<file path="src/rtl/tdmrx_pkg.sv">
package tdmrx_pkg;

    localparam int RX_WORD = 32;

    typedef enum logic [1:0] {
        FMT_PHILIPS = 2'd0,
        FMT_LEFT    = 2'd1,
        FMT_RIGHT   = 2'd2,
        FMT_PCM     = 2'd3
    } rx_fmt_e;

    typedef enum logic [1:0] {
        FR_HUNT = 2'd0,
        FR_ARM  = 2'd1,
        FR_RUN  = 2'd2
    } fr_state_e;

    // depth code to bit count
    function automatic logic [5:0] depth_of(input logic [1:0] code);
        logic [5:0] d;
        case (code)
            2'd0:    d = 6'd16;
            2'd1:    d = 6'd24;
            default: d = 6'd32;
        endcase
        return d;
    endfunction

endpackage

</file>
<file path="src/rtl/tdmrx_sync.sv">
module tdmrx_sync #(
    parameter int STAGES = 2
) (
    input  logic clk,
    input  logic rst_n,
    input  logic bclk_raw,
    input  logic fclk_raw,
    input  logic sd_raw,
    input  logic inv_b,
    input  logic inv_f,
    output logic bit_stb,
    output logic bit_sd,
    output logic bit_fs
);

    logic [STAGES-1:0] b_sh;
    logic [STAGES-1:0] f_sh;
    logic [STAGES-1:0] d_sh;
    logic              b_last;
    logic              b_eff;

    always_ff @(posedge clk or negedge rst_n) begin
        if (!rst_n) begin
            b_sh   <= '0;
            f_sh   <= '0;
            d_sh   <= '0;
            b_last <= 1'b1;
        end else begin
            b_sh   <= {b_sh[STAGES-2:0], bclk_raw};
            f_sh   <= {f_sh[STAGES-2:0], fclk_raw};
            d_sh   <= {d_sh[STAGES-2:0], sd_raw};
            b_last <= b_eff;
        end
    end

    always_comb begin
        b_eff   = b_sh[STAGES-1] ^ inv_b;
        bit_stb = b_eff & ~b_last;
        bit_sd  = d_sh[STAGES-1];
        bit_fs  = f_sh[STAGES-1] ^ inv_f;
    end

    // one data bit per effective rising edge, never two in a row
    a_r2_single_strobe: assert property (@(posedge clk) disable iff (!rst_n)
        bit_stb |=> !bit_stb);

endmodule

</file>
<file path="src/rtl/tdmrx_framer.sv">
module tdmrx_framer
    import tdmrx_pkg::*;
#(
    parameter int MAX_SLOTS = 8,
    localparam int SLW = $clog2(MAX_SLOTS),
    localparam int NSW = $clog2(MAX_SLOTS + 1)
) (
    input  logic                 clk,
    input  logic                 rst_n,
    input  logic                 bit_stb,
    input  logic                 bit_sd,
    input  logic                 bit_fs,
    input  logic [1:0]           cfg_fmt,
    input  logic [1:0]           cfg_depth,
    input  logic                 cfg_wide,
    input  logic [NSW-1:0]       cfg_nslot,
    input  logic [MAX_SLOTS-1:0] cfg_slot_en,
    input  logic                 cfg_start_rise,
    output logic                 push,
    output logic [RX_WORD-1:0]   push_word,
    output logic                 serr_set
);

    fr_state_e          st_q, st_d;
    logic               fs_prev, pend_q;
    logic [SLW-1:0]     slot_q, cur_slot;
    logic [4:0]         bit_q, cur_bit;
    logic [RX_WORD-1:0] sh_q, sh_next, word;

    rx_fmt_e    fmt;
    logic       lead, edge_hit, start_now, take;
    logic       capture, last_bit, last_slot;
    logic [5:0] slot_len, dep_raw, dep;

    always_comb begin
        fmt      = rx_fmt_e'(cfg_fmt);
        lead     = (fmt == FMT_PHILIPS) || (fmt == FMT_PCM);
        edge_hit = cfg_start_rise ? (bit_fs & ~fs_prev) : (~bit_fs & fs_prev);
        slot_len = cfg_wide ? 6'd32 : 6'd16;
        dep_raw  = depth_of(cfg_depth);
        dep      = (dep_raw > slot_len) ? slot_len : dep_raw;
    end

    // state register
    always_ff @(posedge clk or negedge rst_n) begin
        if (!rst_n) st_q <= FR_HUNT;
        else        st_q <= st_d;
    end

    // next state and frame-start decode
    always_comb begin
        st_d      = st_q;
        start_now = 1'b0;
        unique case (st_q)
            FR_HUNT: begin
                if (bit_stb && edge_hit) st_d = lead ? FR_ARM : FR_RUN;
                start_now = bit_stb & edge_hit & ~lead;
            end
            FR_ARM: begin
                if (bit_stb) st_d = FR_RUN;
                start_now = bit_stb;
            end
            FR_RUN: begin
                start_now = bit_stb & (lead ? pend_q : edge_hit);
            end
            default: st_d = FR_HUNT;
        endcase
    end

    // slot position and capture decode
    always_comb begin
        take      = bit_stb && ((st_q == FR_RUN) || start_now);
        cur_slot  = start_now ? '0 : slot_q;
        cur_bit   = start_now ? '0 : bit_q;
        if (fmt == FMT_RIGHT) capture = ({1'b0, cur_bit} >= (slot_len - dep));
        else                  capture = ({1'b0, cur_bit} < dep);
        last_bit  = ({1'b0, cur_bit} == (slot_len - 6'd1));
        last_slot = ((NSW'(cur_slot) + NSW'(1)) >= cfg_nslot);
        sh_next   = capture ? {sh_q[RX_WORD-2:0], bit_sd} : sh_q;
        word      = sh_next << (6'd32 - dep);
    end

    // position, history and shift register
    always_ff @(posedge clk or negedge rst_n) begin
        if (!rst_n) begin
            fs_prev <= 1'b0;
            pend_q  <= 1'b0;
            slot_q  <= '0;
            bit_q   <= '0;
            sh_q    <= '0;
        end else begin
            if (bit_stb) begin
                fs_prev <= bit_fs;
                pend_q  <= (st_q == FR_RUN) & lead & edge_hit;
            end
            if (take) begin
                sh_q <= sh_next;
                if (last_bit) begin
                    bit_q  <= '0;
                    slot_q <= last_slot ? '0 : SLW'(cur_slot + SLW'(1));
                end else begin
                    bit_q  <= cur_bit + 5'd1;
                    slot_q <= cur_slot;
                end
            end
        end
    end

    // registered outputs
    always_ff @(posedge clk or negedge rst_n) begin
        if (!rst_n) begin
            push      <= 1'b0;
            push_word <= '0;
            serr_set  <= 1'b0;
        end else begin
            push      <= take & last_bit & cfg_slot_en[cur_slot];
            push_word <= word;
            serr_set  <= bit_stb & (st_q == FR_RUN) & start_now &
                         ((slot_q != '0) || (bit_q != '0));
        end
    end

    // nothing is written before the framer has locked
    a_r11_push_locked: assert property (@(posedge clk) disable iff (!rst_n)
        push |-> (st_q == FR_RUN));

    // a sync error can only be raised while locked
    a_r9_serr_locked: assert property (@(posedge clk) disable iff (!rst_n)
        serr_set |-> (st_q == FR_RUN));

endmodule

</file>
<file path="src/rtl/tdmrx_fifo.sv">
module tdmrx_fifo #(
    parameter int DEPTH = 8,
    parameter int W     = 32,
    localparam int AW = (DEPTH > 1) ? $clog2(DEPTH) : 1,
    localparam int CW = $clog2(DEPTH + 1)
) (
    input  logic          clk,
    input  logic          rst_n,
    input  logic          wr,
    input  logic [W-1:0]  wdata,
    input  logic          rd,
    input  logic          ovf_clr,
    input  logic [CW-1:0] level,
    output logic [W-1:0]  rdata,
    output logic          valid,
    output logic          above,
    output logic          full,
    output logic          ovf
);

    logic [W-1:0]  mem [DEPTH];
    logic [AW-1:0] wptr, rptr;
    logic [CW-1:0] count;
    logic          do_wr, do_rd;

    always_comb begin
        full  = (count == CW'(DEPTH));
        valid = (count != '0);
        above = (count > level);
        do_wr = wr & ~full;
        do_rd = rd & valid;
        rdata = mem[rptr];
    end

    always_ff @(posedge clk) begin
        if (do_wr) mem[wptr] <= wdata;
    end

    always_ff @(posedge clk or negedge rst_n) begin
        if (!rst_n) begin
            wptr  <= '0;
            rptr  <= '0;
            count <= '0;
            ovf   <= 1'b0;
        end else begin
            if (do_wr) wptr <= (wptr == AW'(DEPTH - 1)) ? '0 : wptr + AW'(1);
            if (do_rd) rptr <= (rptr == AW'(DEPTH - 1)) ? '0 : rptr + AW'(1);
            count <= count + CW'(do_wr) - CW'(do_rd);
            if (ovf_clr)        ovf <= 1'b0;
            else if (wr && full) ovf <= 1'b1;
        end
    end

    // a write into a full FIFO raises the overflow flag
    a_r8_drop_flags: assert property (@(posedge clk) disable iff (!rst_n)
        (wr && full && !ovf_clr) |=> ovf);

    // overflow stays until cleared
    a_r8_ovf_sticky: assert property (@(posedge clk) disable iff (!rst_n)
        (ovf && !ovf_clr) |=> ovf);

    // occupancy never passes the depth
    a_r7_count_bound: assert property (@(posedge clk) disable iff (!rst_n)
        count <= CW'(DEPTH));

    // a read of an empty FIFO leaves it empty
    a_r7_empty_read: assert property (@(posedge clk) disable iff (!rst_n)
        (rd && !valid && !wr) |=> !valid);

endmodule

</file>
<file path="src/rtl/tdm_rx_deser.sv">
module tdm_rx_deser
    import tdmrx_pkg::*;
#(
    parameter int MAX_SLOTS   = 8,
    parameter int FIFO_DEPTH  = 8,
    parameter int SYNC_STAGES = 2,
    localparam int NSW = $clog2(MAX_SLOTS + 1),
    localparam int CW  = $clog2(FIFO_DEPTH + 1)
) (
    input  logic                 clk,
    input  logic                 rst_n,
    input  logic                 bclk_in,
    input  logic                 fclk_in,
    input  logic                 sdata_in,
    input  logic [1:0]           cfg_fmt,
    input  logic [1:0]           cfg_depth,
    input  logic                 cfg_wide_slot,
    input  logic [NSW-1:0]       cfg_nslot,
    input  logic [MAX_SLOTS-1:0] cfg_slot_en,
    input  logic                 cfg_bclk_inv,
    input  logic                 cfg_fclk_inv,
    input  logic                 cfg_start_rise,
    input  logic [CW-1:0]        cfg_level,
    input  logic                 rd_en,
    input  logic                 ovf_clr,
    input  logic                 sync_clr,
    output logic [RX_WORD-1:0]   rd_data,
    output logic                 rd_valid,
    output logic                 lvl_above,
    output logic                 fifo_full,
    output logic                 ovf_flag,
    output logic                 sync_err
);

    logic               bit_stb, bit_sd, bit_fs;
    logic               push, serr_set;
    logic [RX_WORD-1:0] push_word;

    tdmrx_sync #(.STAGES(SYNC_STAGES)) u_sync (
        .clk      (clk),
        .rst_n    (rst_n),
        .bclk_raw (bclk_in),
        .fclk_raw (fclk_in),
        .sd_raw   (sdata_in),
        .inv_b    (cfg_bclk_inv),
        .inv_f    (cfg_fclk_inv),
        .bit_stb  (bit_stb),
        .bit_sd   (bit_sd),
        .bit_fs   (bit_fs)
    );

    tdmrx_framer #(.MAX_SLOTS(MAX_SLOTS)) u_framer (
        .clk            (clk),
        .rst_n          (rst_n),
        .bit_stb        (bit_stb),
        .bit_sd         (bit_sd),
        .bit_fs         (bit_fs),
        .cfg_fmt        (cfg_fmt),
        .cfg_depth      (cfg_depth),
        .cfg_wide       (cfg_wide_slot),
        .cfg_nslot      (cfg_nslot),
        .cfg_slot_en    (cfg_slot_en),
        .cfg_start_rise (cfg_start_rise),
        .push           (push),
        .push_word      (push_word),
        .serr_set       (serr_set)
    );

    tdmrx_fifo #(.DEPTH(FIFO_DEPTH), .W(RX_WORD)) u_fifo (
        .clk     (clk),
        .rst_n   (rst_n),
        .wr      (push),
        .wdata   (push_word),
        .rd      (rd_en),
        .ovf_clr (ovf_clr),
        .level   (cfg_level),
        .rdata   (rd_data),
        .valid   (rd_valid),
        .above   (lvl_above),
        .full    (fifo_full),
        .ovf     (ovf_flag)
    );

    always_ff @(posedge clk or negedge rst_n) begin
        if (!rst_n)        sync_err <= 1'b0;
        else if (sync_clr) sync_err <= 1'b0;
        else if (serr_set) sync_err <= 1'b1;
    end

    // sync error stays until cleared
    a_r9_serr_sticky: assert property (@(posedge clk) disable iff (!rst_n)
        (sync_err && !sync_clr) |=> sync_err);

endmodule

</file>
<file path="config.mk">
export PLATFORM = sky130hd
export DESIGN_NAME = tdm_rx_deser
export DESIGN_NICKNAME = d
export VERILOG_FILES = /design/src/rtl/tdmrx_pkg.sv /design/src/rtl/tdmrx_sync.sv /design/src/rtl/tdmrx_framer.sv /design/src/rtl/tdmrx_fifo.sv /design/src/rtl/tdm_rx_deser.sv
export SDC_FILE = /design/constraint.sdc
export NUM_CORES = 1
export LEC_CHECK = 0
export BUFFER_PORTS_ARGS = -buffer_cell sky130_fd_sc_hd__buf_2
export CORE_MARGIN = 5
export CORE_UTILIZATION = 66
export DETAILED_ROUTE_END_ITERATION = 10
export PLACE_DENSITY = 0.86
export SETUP_SLACK_MARGIN = 0.1
export SYNTH_ARGS = -nofsm -noshare
export SYNTH_HDL_FRONTEND = slang
export SYNTH_HIERARCHICAL = 1
export SYNTH_SLANG_ARGS = --single-unit
export TNS_END_PERCENT = 5
</file>
<file path="constraint.sdc">
create_clock -name clk -period 6.8 [get_ports clk]
set_input_delay 1.02 -clock clk [delete_from_list [all_inputs] [get_ports clk]]
set_output_delay 1.02 -clock clk [all_outputs]
set_load 0.02 [all_outputs]
</file>
# == Word level (Yosys, flattened, before mapping) ==
# Memories as Yosys holds them, arrays and structs flattened.
# Index checks and enable logic that the tools add are counted.
# totals
out_inout_bits,37
n_memories,1
inputBits,32
mem_bits_rw,256
regBits,97
# memory_table
memory,words,word_bits,rd,rd_ports_with_merged_regs,write_ports,line,rtl
u_fifo.mem,8,32,1,0,1,tdmrx_fifo.sv:21,logic [W-1:0] mem [DEPTH];
# classes
n_mux,27
n_reduce_logical,15
n_bitwise,23
shift,1
addsub,10
order_cmp,6
n_eq_ne,11
# ops
cell,count
32-bit two-way mux,1
32-bit by 6-bit << shifter with 32-bit output,1
1-bit AND,15
3-bit two-way mux,5
6-bit two-way mux,2
6-bit one-hot mux with 2 select lines,1
1-bit two-way mux,10
5-bit two-way mux,2
3-bit by 1-bit adder with 3-bit output (second input constant),3
2-bit equality test (second input constant),3
3-bit equality test (second input constant),2
5-bit by 6-bit equality test with 1-bit output,1
5-bit by 6-bit >= comparator with 1-bit output,1
6-bit greater-than comparator,1
2-bit zero test,3
5-bit by 6-bit less-than comparator with 1-bit output,1
2-bit two-way mux,3
1-bit NOT,6
2-bit one-hot mux with 3 select lines,1
6-bit by 1-bit subtractor with 6-bit output (second input constant),1
6-bit subtractor,1
6-bit subtractor (first input constant),1
5-bit by 1-bit adder with 5-bit output (second input constant),1
5-bit nonzero test,1
other kinds (18),26

# == Logic depth before layout (Yosys ltp) ==
# logic_depth
word_depth,12
depth_mapped,15
depth_no_buf,14

# == Hierarchy ==
# Netlist, hierarchy kept.
# by_module_without_submodules
module,n_inst,area_per_inst_um2,seq_area_each_um2,cells_per_inst
tdmrx_fifo,1,10362.4,7962.6,444
tdmrx_framer,1,3972.6,1951.9,350
tdmrx_sync,1,202.7,176.4,10
tdm_rx_deser,1,35.0,25.0,2

# == Worst setup path after synthesis ==
# OpenSTA, ideal clock, no wires.
# synth_timing
kind,reg2reg
from,reg u_fifo.count[2]
to,"mem u_fifo.mem[0][0], enable pin"
path_buffers,0
setup_time_ns,0.501
t_required_ns,6.299
t_arrival_ns,4.012
stages_incl_launch_ff,6
path_slack_ns,2.287
cell_sequence,dfrtp_1 > inv_1 > ha_1 > or3b_1 > nand2_1 > nor4_1
# synth_via
elab_chain_cells,5
# synth_rtl
item,line,rtl
"start, declared",tdmrx_fifo.sv:23,logic [CW-1:0] count;
"start signal, assigned",tdmrx_fifo.sv:48,count <= count + CW'(do_wr) - CW'(do_rd);
4-bit equality test,tdmrx_fifo.sv:27,full = (count == CW'(DEPTH));
1-bit NOT,tdmrx_fifo.sv:30,do_wr = wr & ~full;
1-bit AND,tdmrx_fifo.sv:30,
1-bit two-way mux,tdmrx_fifo.sv:36,if (do_wr) mem[wptr] <= wdata;
1-bit two-way mux (implied by the code),tdmrx_fifo.sv:36,
"end, declared",tdmrx_fifo.sv:21,
# No other way between the ends.

# == Worst setup path in the final report ==
# layout_timing
from,in cfg_fmt[0]
to,reg u_framer.sh_q[29]
# layout_via
elab_chain_cells,9
elab_cells_between_ends,16
cone_classes,order compare: 2; eq/ne: 2; mux: 5; bitwise: 3; reduce/logical: 4
# layout_rtl
item,line,rtl
"start, declared",tdm_rx_deser.sv:15,"input logic [1:0] cfg_fmt,"
2-bit equality test or 2-bit zero test (tied branches),tdmrx_framer.sv:37,lead = (fmt == FMT_PHILIPS) || (fmt == FMT_PCM);
1-bit logical OR,tdmrx_framer.sv:37,
1-bit two-way mux or 1-bit NOT (tied branches),"tdmrx_framer.sv:64, tdmrx_framer.sv:57",
1-bit AND (on tied branches),"tdmrx_framer.sv:64, tdmrx_framer.sv:57",
1-bit one-hot mux with 3 select lines,tdmrx_framer.sv:54,unique case (st_q)
5-bit two-way mux,tdmrx_framer.sv:74,cur_bit = start_now ? '0 : bit_q;
5-bit by 6-bit less-than comparator with 1-bit output or 5-bit by 6-bit >= comparator with 1-bit output (tied branches),"tdmrx_framer.sv:76, tdmrx_framer.sv:75",
1-bit two-way mux,tdmrx_framer.sv:75,"if (fmt == FMT_RIGHT) capture = ({1'b0, cur_bit} >= (slot_len - dep));"
32-bit two-way mux,tdmrx_framer.sv:79,"sh_next = capture ? {sh_q[RX_WORD-2:0], bit_sd} : sh_q;"
"end signal, assigned",tdmrx_framer.sv:97,sh_q <= sh_next;
"end, declared",tdmrx_framer.sv:28,"logic [RX_WORD-1:0] sh_q, sh_next, word;"
# Parallel ways exist; a longest one is shown, timed or not.
# A chain may end at the register's enable or synchronous reset.

==> flow_summary.ini <==
[synth]
synth_top_family_by_area = multiplexers
async_flop_share_pct = 27.5
avgSynthCellArea_um2 = 18.1
ys_top_cells_by_area = edfxtp_1, dfrtp_1, mux4_2
synth_top_area_share_pct = 52.8
synth.net_count = 863
synth_xor_area_share_pct = 0.361
synth_top_area_cell = edfxtp_1
synthAdderAreaFrac_pct = 2.20
synth_area_um2 = 14600
synthDistinctLibCells = 58
ys_warn_count = 6
yosys.area_share.simple_pct = 3.55
postSynthCellCount = 806
synthTopCellsByCount = edfxtp_1, dfrtp_1, mux2_2, mux4_2, nor2_1
synth_compound_area_share_pct = 4.12
synth.yosys.seq_area_share_pct = 69.4
ys_ff_latch = 353
ys.flop_type = edfxtp_1
synth_edf_count = 256
synthMuxAreaShare_pct = 18.2
synth_most_common_cell = edfxtp_1

[placement]
finalWeightedCongestion = 0.919
port-buffer-count = 68
place_hpwl_mm = 17.5
dp.cells = 1133
placed_area_um2 = 15200

[sta]
maxSlewViolCount = 0
finalSetupViolations = 0
fin_setup_tns_ns = 0
fin_skew_ns = 0.0151
grt_setup_unrepaired = no
tightest_slew_ns = 1.16
finalHoldViolCount = 0
fmax_mhz = 208
fin_crit_ns = 4.80
fin_crit_sh_pct = 70.6
max_slew_margin_pct = 22.7

[global_route]
grt_antenna_before_repair = 1
grt.overflow.total = 0
grt_pass1_vias = 8205
grt_start_max_net_pins = 62
grt_usage_pct = 24.6
grt_pass1_wl_mm = 46.8

[detailed_routing]
wl_mm = 29.8
first_iter_violations = 692
drt-pass1-iter-count = 5
viasPerCell = 6.47
via_count = 7739
routedWlPerCell_um = 24.9
drc = 0
postRouteAntennaNets = 0

[outcome]
status = completed

[critical_path]
start_kind = input pin
r2r_end = u_framer/sh_q[29]$_DFFE_PN0P_
cp_data_arrival_time_ns = 5.17
worstSetupEndpointType = register
reg2reg_slack_ns = 2.33
cp.required_ns = 7.17
reg2reg_depth = 13
r2r_start = u_sync/f_sh[1]$_DFF_PN0_
critPathMaxFanout = 37
path_class = input pin to register

[cts]
cts-root-buf = clkbuf_16
cts_sinks = 353
cts_setup_buffers = 0
cts_resized = 0
cts_buffers = 35
cts_tree = built
h-tree-depth = 2
clk_latency_ns = 0.50
clk_pin_slew_ns = 0.05
ctsHoldBuffers = 0
clockBufferDepth = 3

[die]
dieArea_um2 = 25200
core_um2 = 21800
die_w_um = 159
die-height_um = 159
rows = 54
start_util_pct = 67.0
num_io_pins = 69

[worst_hold_path]
hp-class = register to register
min_from = u_sync/d_sh[0]$_DFF_PN0_
hold_end = u_sync/d_sh[1]$_DFF_PN0_
hold_depth = 0

[cells_and_area]
area_delta_synth_final_pct = 11.8
final-instance-count-excl-fill = 1196
design_area_um2 = 16300
nets = 947
drive_gt1_share_pct = 32.8
diodes = 0

[pwr]
vdd.ir_drop.worst_mv = 0.191
p_leak_nw = 6.07
p_per_area_nw_per_um2 = 407

[job]
cap_violations = 0
## worst max-delay path, cell delays in order
cell and delay, ns:
buf_2 0.07, inv_1 0.03, ha_1 0.33, nor4bb_1 0.53, o41ai_4 0.15, buf_4 0.23, nand2_1 0.11, ha_1 0.18
nand2_1 0.05, o21ai_0 0.19, o21ai_0 0.19, o221ai_4 0.19, buf_4 0.46, and2_1 0.99, mux2_2 0.43
## stage by stage
| step | total power [mW] | worst slack [ns] | hold WS (ns) | util, % |
|---|---|---|---|---|
| floorplan | 4.29 | 2.29 | 0.331 | - |
| global route | 6.95 | 1.76 | 0.366 | 74.9 |
| detailed placement | 4.82 | 1.54 | 0.336 | 69.9 |
| finish | 6.64 | 2.00 | 0.346 | 74.9 |
| global placement | 4.70 | 1.84 | 0.335 | 69.9 |
| CTS | 6.69 | 2.05 | 0.349 | 74.9 |
## worst max-delay path by stage
stage	start	endpoint	cells after the start
floorplan	u_fifo/count[2]$_DFF_PN0_	u_fifo/mem[0][0]$_DFFE_PP_	5
global placement	cfg_fmt[0]	u_framer/sh_q[28]$_DFFE_PN0P_	15
detailed placement	cfg_fmt[0]	u_framer/sh_q[4]$_DFFE_PN0P_	15
CTS	cfg_fmt[0]	u_framer/sh_q[29]$_DFFE_PN0P_	15
global route	cfg_fmt[0]	u_framer/sh_q[29]$_DFFE_PN0P_	15
finish	cfg_fmt[0]	u_framer/sh_q[29]$_DFFE_PN0P_	15
## cell usage in the layout, fill, tap and decap left out, drive strengths merged, types with 2 or more instances in the layout
cell and instances:
buf 83, and3 3, a21oi 21, ha 24, mux2 91, nand4 4
or3b 2, nor2 39, nor3 10, nand2 22, a221oi 4, o22ai 15
a211oi 15, dfrtp 96, and2 3, nor2b 3, a21o 3, nand2b 7
o2bb2ai 7, o21ai 7, nand3b 2, edfxtp 256, nand3 3, xor2 4
inv 25, xnor2 2, clkinv 13, mux4 65, mux2i 15, nor4 3
a311oi 2, clkbuf 50
## cell families (layout without fill, tap and decap cells)
kind of cell	count (synthesis)	in the layout
adders and majority gates	25	25
and+or+nand+nor	106	106
xor gates and xnor gates	6	6
AOI/OAI and AO/OA	83	83
muxes	171	171
DFF	353	353
buffers and inverters	62	172
## registers in the layout, indices dropped and copies added (netlist names), 2 cells and up
name,cells
u_framer/bit_q,5
u_fifo/mem,256
u_sync/f_sh,2
u_fifo/wptr,3
u_framer/st_q,2
u_sync/b_sh,2
u_fifo/count,4
u_framer/sh_q,32
u_framer/slot_q,3
u_sync/d_sh,2
u_framer/push_word,32
u_fifo/rptr,3
## where the power goes
part           total, mW  internal (mW)  switching (mW)
Sequential          2.98           2.63           0.346
Clock               1.83           1.07           0.763
Combinational       1.83          0.887           0.941
## routing by layer
| layer | global-route usage, % | vias to the layer above | wire length [µm] |
|---|---|---|---|
| li1 | - | 3345 | - |
| met1 | 33.6 | 3946 | 11700 |
| met2 | 41.4 | 366 | 15200 |
| met3 | 4.40 | 80 | 2090 |
| met4 | 7.03 | 2 | 831 |
| met5 | 0 | - | 7 |
## layout make-up
cell class	instances	area, µm²
Multi-Input combinational cell	391	4180
Clock inverter	13	91.3
Inverter	26	97.6
Sequential cell	353	10100
Clock buffer	50	1000
Timing Repair Buffer	83	455
Fill cell	1167	5460
Tap cell	280	350
No activity file was read; power rests on OpenSTA's default activity.
